===== config.mk =====
export PLATFORM = sky130hd
export DESIGN_NAME = gate_chop_modulator
export DESIGN_NICKNAME = d
export VERILOG_FILES = /design/src/rtl/gdc_pkg.sv /design/src/rtl/gdc_cfg_reg.sv /design/src/rtl/gdc_carrier.sv /design/src/rtl/gdc_chop_group.sv /design/src/rtl/gate_chop_modulator.sv
export SDC_FILE = /design/constraint.sdc
export NUM_CORES = 1
export LEC_CHECK = 0
export BUFFER_PORTS_ARGS = -buffer_cell sky130_fd_sc_hd__buf_2
export CORE_UTILIZATION = 48
export CTS_BUF_LIST = sky130_fd_sc_hd__clkbuf_4
export DETAILED_ROUTE_END_ITERATION = 6
export GPL_TIMING_DRIVEN = 0
export PLACE_DENSITY_LB_ADDON = 0.05
export REMOVE_ABC_BUFFERS = 1
export SYNTH_ARGS = -nofsm -noshare
export SYNTH_HDL_FRONTEND = slang
export SYNTH_SLANG_ARGS = --single-unit

===== constraint.sdc =====
create_clock -name clk -period 1.3 [get_ports clk]
set_clock_uncertainty 0.1 [all_clocks]
set_input_delay 0.065 -clock clk [delete_from_list [all_inputs] [get_ports clk]]
set_output_delay 0.065 -clock clk [all_outputs]
set_load 0.02 [all_outputs]

===== src/rtl/gdc_pkg.sv =====
`timescale 1ns/1ps
package gdc_pkg;
  localparam int DIV_W   = 8;
  localparam int CNT_W   = DIV_W + 1;
  localparam int CFG_W   = DIV_W + 2;
  localparam int PHASES  = 3;

  // Control word layout: {lo_en, hi_en, div}
  typedef struct packed {
    logic             lo_en;
    logic             hi_en;
    logic [DIV_W-1:0] div;
  } gdc_cfg_t;

  // Last count value of one half period: 2*(div+1)-1 = 2*div+1
  function automatic logic [CNT_W-1:0] half_last(input logic [DIV_W-1:0] div);
    return {div, 1'b1};
  endfunction

  // Gate-drive value for one lane
  function automatic logic gate_val(input logic pwm, input logic en, input logic carrier);
    return pwm & (carrier | ~en);
  endfunction
endpackage


===== src/rtl/gdc_cfg_reg.sv =====
`timescale 1ns/1ps
module gdc_cfg_reg
  import gdc_pkg::*;
(
  input  logic             clk,
  input  logic             rst_n,
  input  logic             we,
  input  logic [CFG_W-1:0] wdata,
  output gdc_cfg_t         cfg
);
  gdc_cfg_t cfg_q;

  always_ff @(posedge clk) begin
    if (!rst_n)  cfg_q <= '0;
    else if (we) cfg_q <= gdc_cfg_t'(wdata);
  end

  assign cfg = cfg_q;

  // without a strobe the register holds its value
  assert_hold_without_we_R10: assert property (@(posedge clk) disable iff (!rst_n)
    !we |=> $stable(cfg_q));
  // a write is visible on the next cycle
  assert_write_loads_R2: assert property (@(posedge clk) disable iff (!rst_n)
    we |=> (cfg_q == gdc_cfg_t'($past(wdata))));
endmodule


===== src/rtl/gdc_carrier.sv =====
`timescale 1ns/1ps
module gdc_carrier
  import gdc_pkg::*;
(
  input  logic             clk,
  input  logic             rst_n,
  input  logic             restart,
  input  logic [DIV_W-1:0] div,
  output logic             carrier,
  output logic             wrap
);
  logic [CNT_W-1:0] cnt_q;
  logic             car_q;
  logic [CNT_W-1:0] last;

  assign last = half_last(div);
  assign wrap = (cnt_q == last) && !restart;

  always_ff @(posedge clk) begin
    if (!rst_n || restart) begin
      cnt_q <= '0;
      car_q <= 1'b1;
    end else if (wrap) begin
      cnt_q <= '0;
      car_q <= ~car_q;
    end else begin
      cnt_q <= cnt_q + 1'b1;
    end
  end

  assign carrier = car_q;

  // the count never passes the end of a half period
  assert_no_overflow_R3: assert property (@(posedge clk) disable iff (!rst_n)
    cnt_q <= last);
  // the carrier only moves at a half-period boundary or a restart
  assert_stable_mid_half_R3: assert property (@(posedge clk) disable iff (!rst_n)
    (!wrap && !restart) |=> $stable(car_q));
  // a boundary flips the carrier
  assert_toggle_on_wrap_R3: assert property (@(posedge clk) disable iff (!rst_n)
    wrap |=> (car_q != $past(car_q)));
  // a restart leaves the carrier high at count zero
  assert_restart_phase_R4: assert property (@(posedge clk) disable iff (!rst_n)
    restart |=> (car_q && cnt_q == '0));
endmodule


===== src/rtl/gdc_chop_group.sv =====
`timescale 1ns/1ps
module gdc_chop_group
  import gdc_pkg::*;
#(
  parameter int N = PHASES
) (
  input  logic         clk,
  input  logic         rst_n,
  input  logic         en,
  input  logic         carrier,
  input  logic [N-1:0] pwm_i,
  output logic [N-1:0] gate_o
);
  for (genvar p = 0; p < N; p++) begin : g_lane
    assign gate_o[p] = gate_val(pwm_i[p], en, carrier);
  end

  // a disabled group passes through
  assert_passthru_R7: assert property (@(posedge clk) disable iff (!rst_n)
    !en |-> (gate_o == pwm_i));
  // an inactive input never drives an active output
  assert_inactive_stays_R8: assert property (@(posedge clk) disable iff (!rst_n)
    (gate_o & ~pwm_i) == '0);
  // an enabled group is dark while the carrier is low
  assert_dark_on_low_R5: assert property (@(posedge clk) disable iff (!rst_n)
    (en && !carrier) |-> (gate_o == '0));
endmodule


===== src/rtl/gate_chop_modulator.sv =====
`timescale 1ns/1ps
module gate_chop_modulator
  import gdc_pkg::*;
(
  input  logic              clk,
  input  logic              rst_n,
  input  logic              cfg_we,
  input  logic [CFG_W-1:0]  cfg_wdata,
  input  logic [PHASES-1:0] pwm_hi_i,
  input  logic [PHASES-1:0] pwm_lo_i,
  output logic [PHASES-1:0] gate_hi_o,
  output logic [PHASES-1:0] gate_lo_o
);
  gdc_cfg_t cfg;
  logic     carrier;
  logic     carrier_wrap;

  gdc_cfg_reg u_cfg (
    .clk   (clk),
    .rst_n (rst_n),
    .we    (cfg_we),
    .wdata (cfg_wdata),
    .cfg   (cfg)
  );

  gdc_carrier u_car (
    .clk     (clk),
    .rst_n   (rst_n),
    .restart (cfg_we),
    .div     (cfg.div),
    .carrier (carrier),
    .wrap    (carrier_wrap)
  );

  gdc_chop_group #(.N(PHASES)) u_hi (
    .clk     (clk),
    .rst_n   (rst_n),
    .en      (cfg.hi_en),
    .carrier (carrier),
    .pwm_i   (pwm_hi_i),
    .gate_o  (gate_hi_o)
  );

  gdc_chop_group #(.N(PHASES)) u_lo (
    .clk     (clk),
    .rst_n   (rst_n),
    .en      (cfg.lo_en),
    .carrier (carrier),
    .pwm_i   (pwm_lo_i),
    .gate_o  (gate_lo_o)
  );

  // the cycle after reset has no chopping in either group
  assert_reset_clear_R1: assert property (@(posedge clk)
    (!rst_n && !cfg_we) |=> (!cfg.hi_en && !cfg.lo_en && cfg.div == '0));
  // the low group follows the carrier while enabled and active
  assert_lo_follows_R6: assert property (@(posedge clk) disable iff (!rst_n)
    cfg.lo_en |-> (gate_lo_o == (pwm_lo_i & {PHASES{carrier}})));
endmodule


==> flow_metrics.py <==
metrics = {
    "detailed_routing": {
        "vias_per_cell": 4.74,
        "first_pass_iters": 4,
        "routed_wl_um": 1920,
        "ant_nets": 0,
        "vias": 759,
        "drc_errors": 0,
        "wl_per_cell_um": 12.0,
        "drt_iter0_drc": 7,
    },
    "sta": {
        "holdWs_ns": 0.135,
        "timing.final.crit_share_pct": 109,
        "tightest_slew_ns": 0.315,
        "maxSlewHeadroom_pct": 79.0,
        "setup_ws_ns": -0.118,
        "finalHoldViolCount": 0,
        "max_freq_mhz": 705,
        "grt_setup_unrepaired": "yes",
        "drv_slew": 0,
        "setup-tns-final_ns": -0.913,
        "setup_violations": 9,
        "period_minus_slack_ns": 1.42,
    },
    "finish": {
        "syn_to_final_growth_pct": 44.8,
        "fin_cells": 160,
        "final_common_cell": "buf_2",
        "layout.nets": 156,
        "antenna_cells": 0,
        "final_cell_mix": "buf_2, nor2b_1, dlygate4sd3_1, mux2i_1, dfxtp_2",
        "drive_gt1_share_pct": 46.7,
    },
    "place": {
        "dp_hpwl_um": 1250,
        "place_congestion": 0.715,
        "dpl.cell_count": 139,
        "portBuffers": 24,
    },
    "grt": {
        "grt_pass1_vias": 747,
        "grt_util_met3_pct": 2.35,
        "grt_max_degree": 13,
        "gr-usage-met1_pct": 21.2,
        "grt_overflow_total": 0,
        "track_usage_pct": 19.5,
        "antenna_found_initial": 0,
        "grt_pass1_wl_um": 2930,
        "use_met2_pct": 37.8,
        "busiest_layer": "met2",
    },
    "power": {
        "p_leak_nw": 0.557,
        "vdd_drop_max_uv": 780,
        "p_total_w": 0.00135,
        "p_per_area_nw_per_um2": 977,
    },
    "worst_setup_path": {
        "crit_path_start_kind": "flop",
        "end_kind": "flop",
        "rr_startpoint": "u_car.cnt_q[8]",
        "cp.required_ns": 1.39,
        "crit_start": "u_car.cnt_q[8]",
        "rrSetupSlack_ns": -0.12,
        "worstPathArrival_ns": 1.51,
        "critPathKind": "reg -> reg",
        "cp_max_fo": 8,
    },
    "worst_hold_path": {
        "hp-class": "in -> reg",
        "hold_path.startpoint": "cfg_we",
    },
    "run_status": {
        "failed_checks": "setup timing",
        "status": "complete, but fails checks",
    },
    "logic_synthesis": {
        "synth_area_um2": 956,
        "yosysUniqueCellTypes": 23,
        "syn_inst": 92,
        "ys_warn_count": 0,
        "synth_seq_cells": 20,
        "syn_avg_cell_area_um2": 10.4,
        "seq_area_frac_synth_pct": 41.9,
    },
    "clocking": {
        "cts_buffers": 3,
        "clock_latency_ns": 0.29,
        "clock_sinks": 20,
        "cts_root_buf": "clkbuf_4",
        "htreeDepth": 1,
        "max-clock-path-buffers": 2,
        "clk_pin_slew_ns": 0.11,
        "tritoncts": "built",
    },
    "floorplanning": {
        "initial_utilization_pct": 53.1,
        "die-area_um2": 2170,
        "die_x_um": 46.6,
        "rows": 15,
        "core_area_um2": 1800,
        "ioPinCount": 25,
        "fp.dieH_um": 46.6,
    },
    "run": {
        "maxCapViolations": 0,
    },
}
## per-stage QoR
step                      util, %  cell area [µm²]  setup WS [ns]
after global placement       61.0             1100         -0.178
after global routing         76.8             1380         -0.177
after detailed placement     61.0             1100         -0.217
after CTS                    73.6             1330        -0.0886
after floorplan                 -              947        -0.0918
final                        76.8             1380         -0.118
## critical path, cell delays in order (launching register included)
cell	delay, ns
dfxtp_4	0.38
xnor2_2	0.13
nand4_2	0.14
buf_6	0.15
o31ai_4	0.17
buf_6	0.19
nor2_2	0.05
## path summary, 6_finish.rpt
| check | to | depth (start not counted) |
|---|---|---|
| max | u_car.cnt_q[2] | 6 |
| min | u_cfg.cfg[6] | 3 |
| max reg2reg | u_car.cnt_q[2] | 6 |
| min reg2reg | u_car.cnt_q[0] | 1 |
## layer usage
layer  part of all wire, %  vias up  wire length (µm)
met3                   1.8        2                35
met4                  0.31        0                 6
met5                     0        -                 0
met1                    42      357               811
li1                      -      390                 -
met2                    56       10              1070
## synthesized netlist by cell type, drive strengths merged
master	number	share of area, %
and2	6	3.9
dfxtp	20	42
and3	1	0.65
clkbuf	1	0.39
nand2	2	0.79
ha	1	1.3
o31ai	2	3.0
inv	1	0.39
or4	1	0.79
and4	1	0.92
xor2	6	5.5
nor2	8	3.1
xnor2	9	11
nand4	3	2.6
nor2b	12	7.9
buf	1	0.52
mux2i	10	10
nand3	5	3.1
nand2b	2	1.3
## sequential cells by signal (all words and copies together), names as in the netlist
register / cells
u_cfg.cfg: 10
u_car.cnt_q: 9
u_car.carrier: 1
## cell type report
type / count / area [µm²]
clock buffers: 3 / 22.5
well taps: 25 / 31.3
flip-flops and latches: 20 / 430
clock inverters: 1 / 30.0
inverters: 1 / 3.75
fillers: 133 / 418
repair buffers: 41 / 283
multi-input cells: 69 / 583
## power by group
part	total, W	internal (W)	switching, W
sequential	0.000647	0.000627	0.0000199
clock	0.000496	0.000311	0.000185
combinational	0.000209	0.000119	0.0000895
total	0.00135	0.00106	0.000294
## logic make-up (layout without fill, tap and decap cells)
| family | after synthesis | count (layout) | share of synthesized area (%) |
|---|---|---|---|
| flip-flops | 20 | 20 | 41.9 |
| adder cells (fa/ha/maj) | 1 | 1 | 1.31 |
| multiplexers | 10 | 10 | 10.5 |
| XOR/XNOR | 15 | 15 | 16.9 |
| AO/OA/AOI/OAI | 2 | 2 | 3.01 |
| buffers and inverters | 3 | 46 | 1.31 |
| AND/OR/NAND/NOR | 41 | 41 | 25.1 |
## timing repair
item,CTS,global route
pin swaps,8,1
setup buffers,4,2
gates resized for setup,19,12
setup endpoints to repair,11,15
endpoints found under the hold margin,10,0
hold buffers,11,0
No activity file was read; power rests on OpenSTA's default activity.
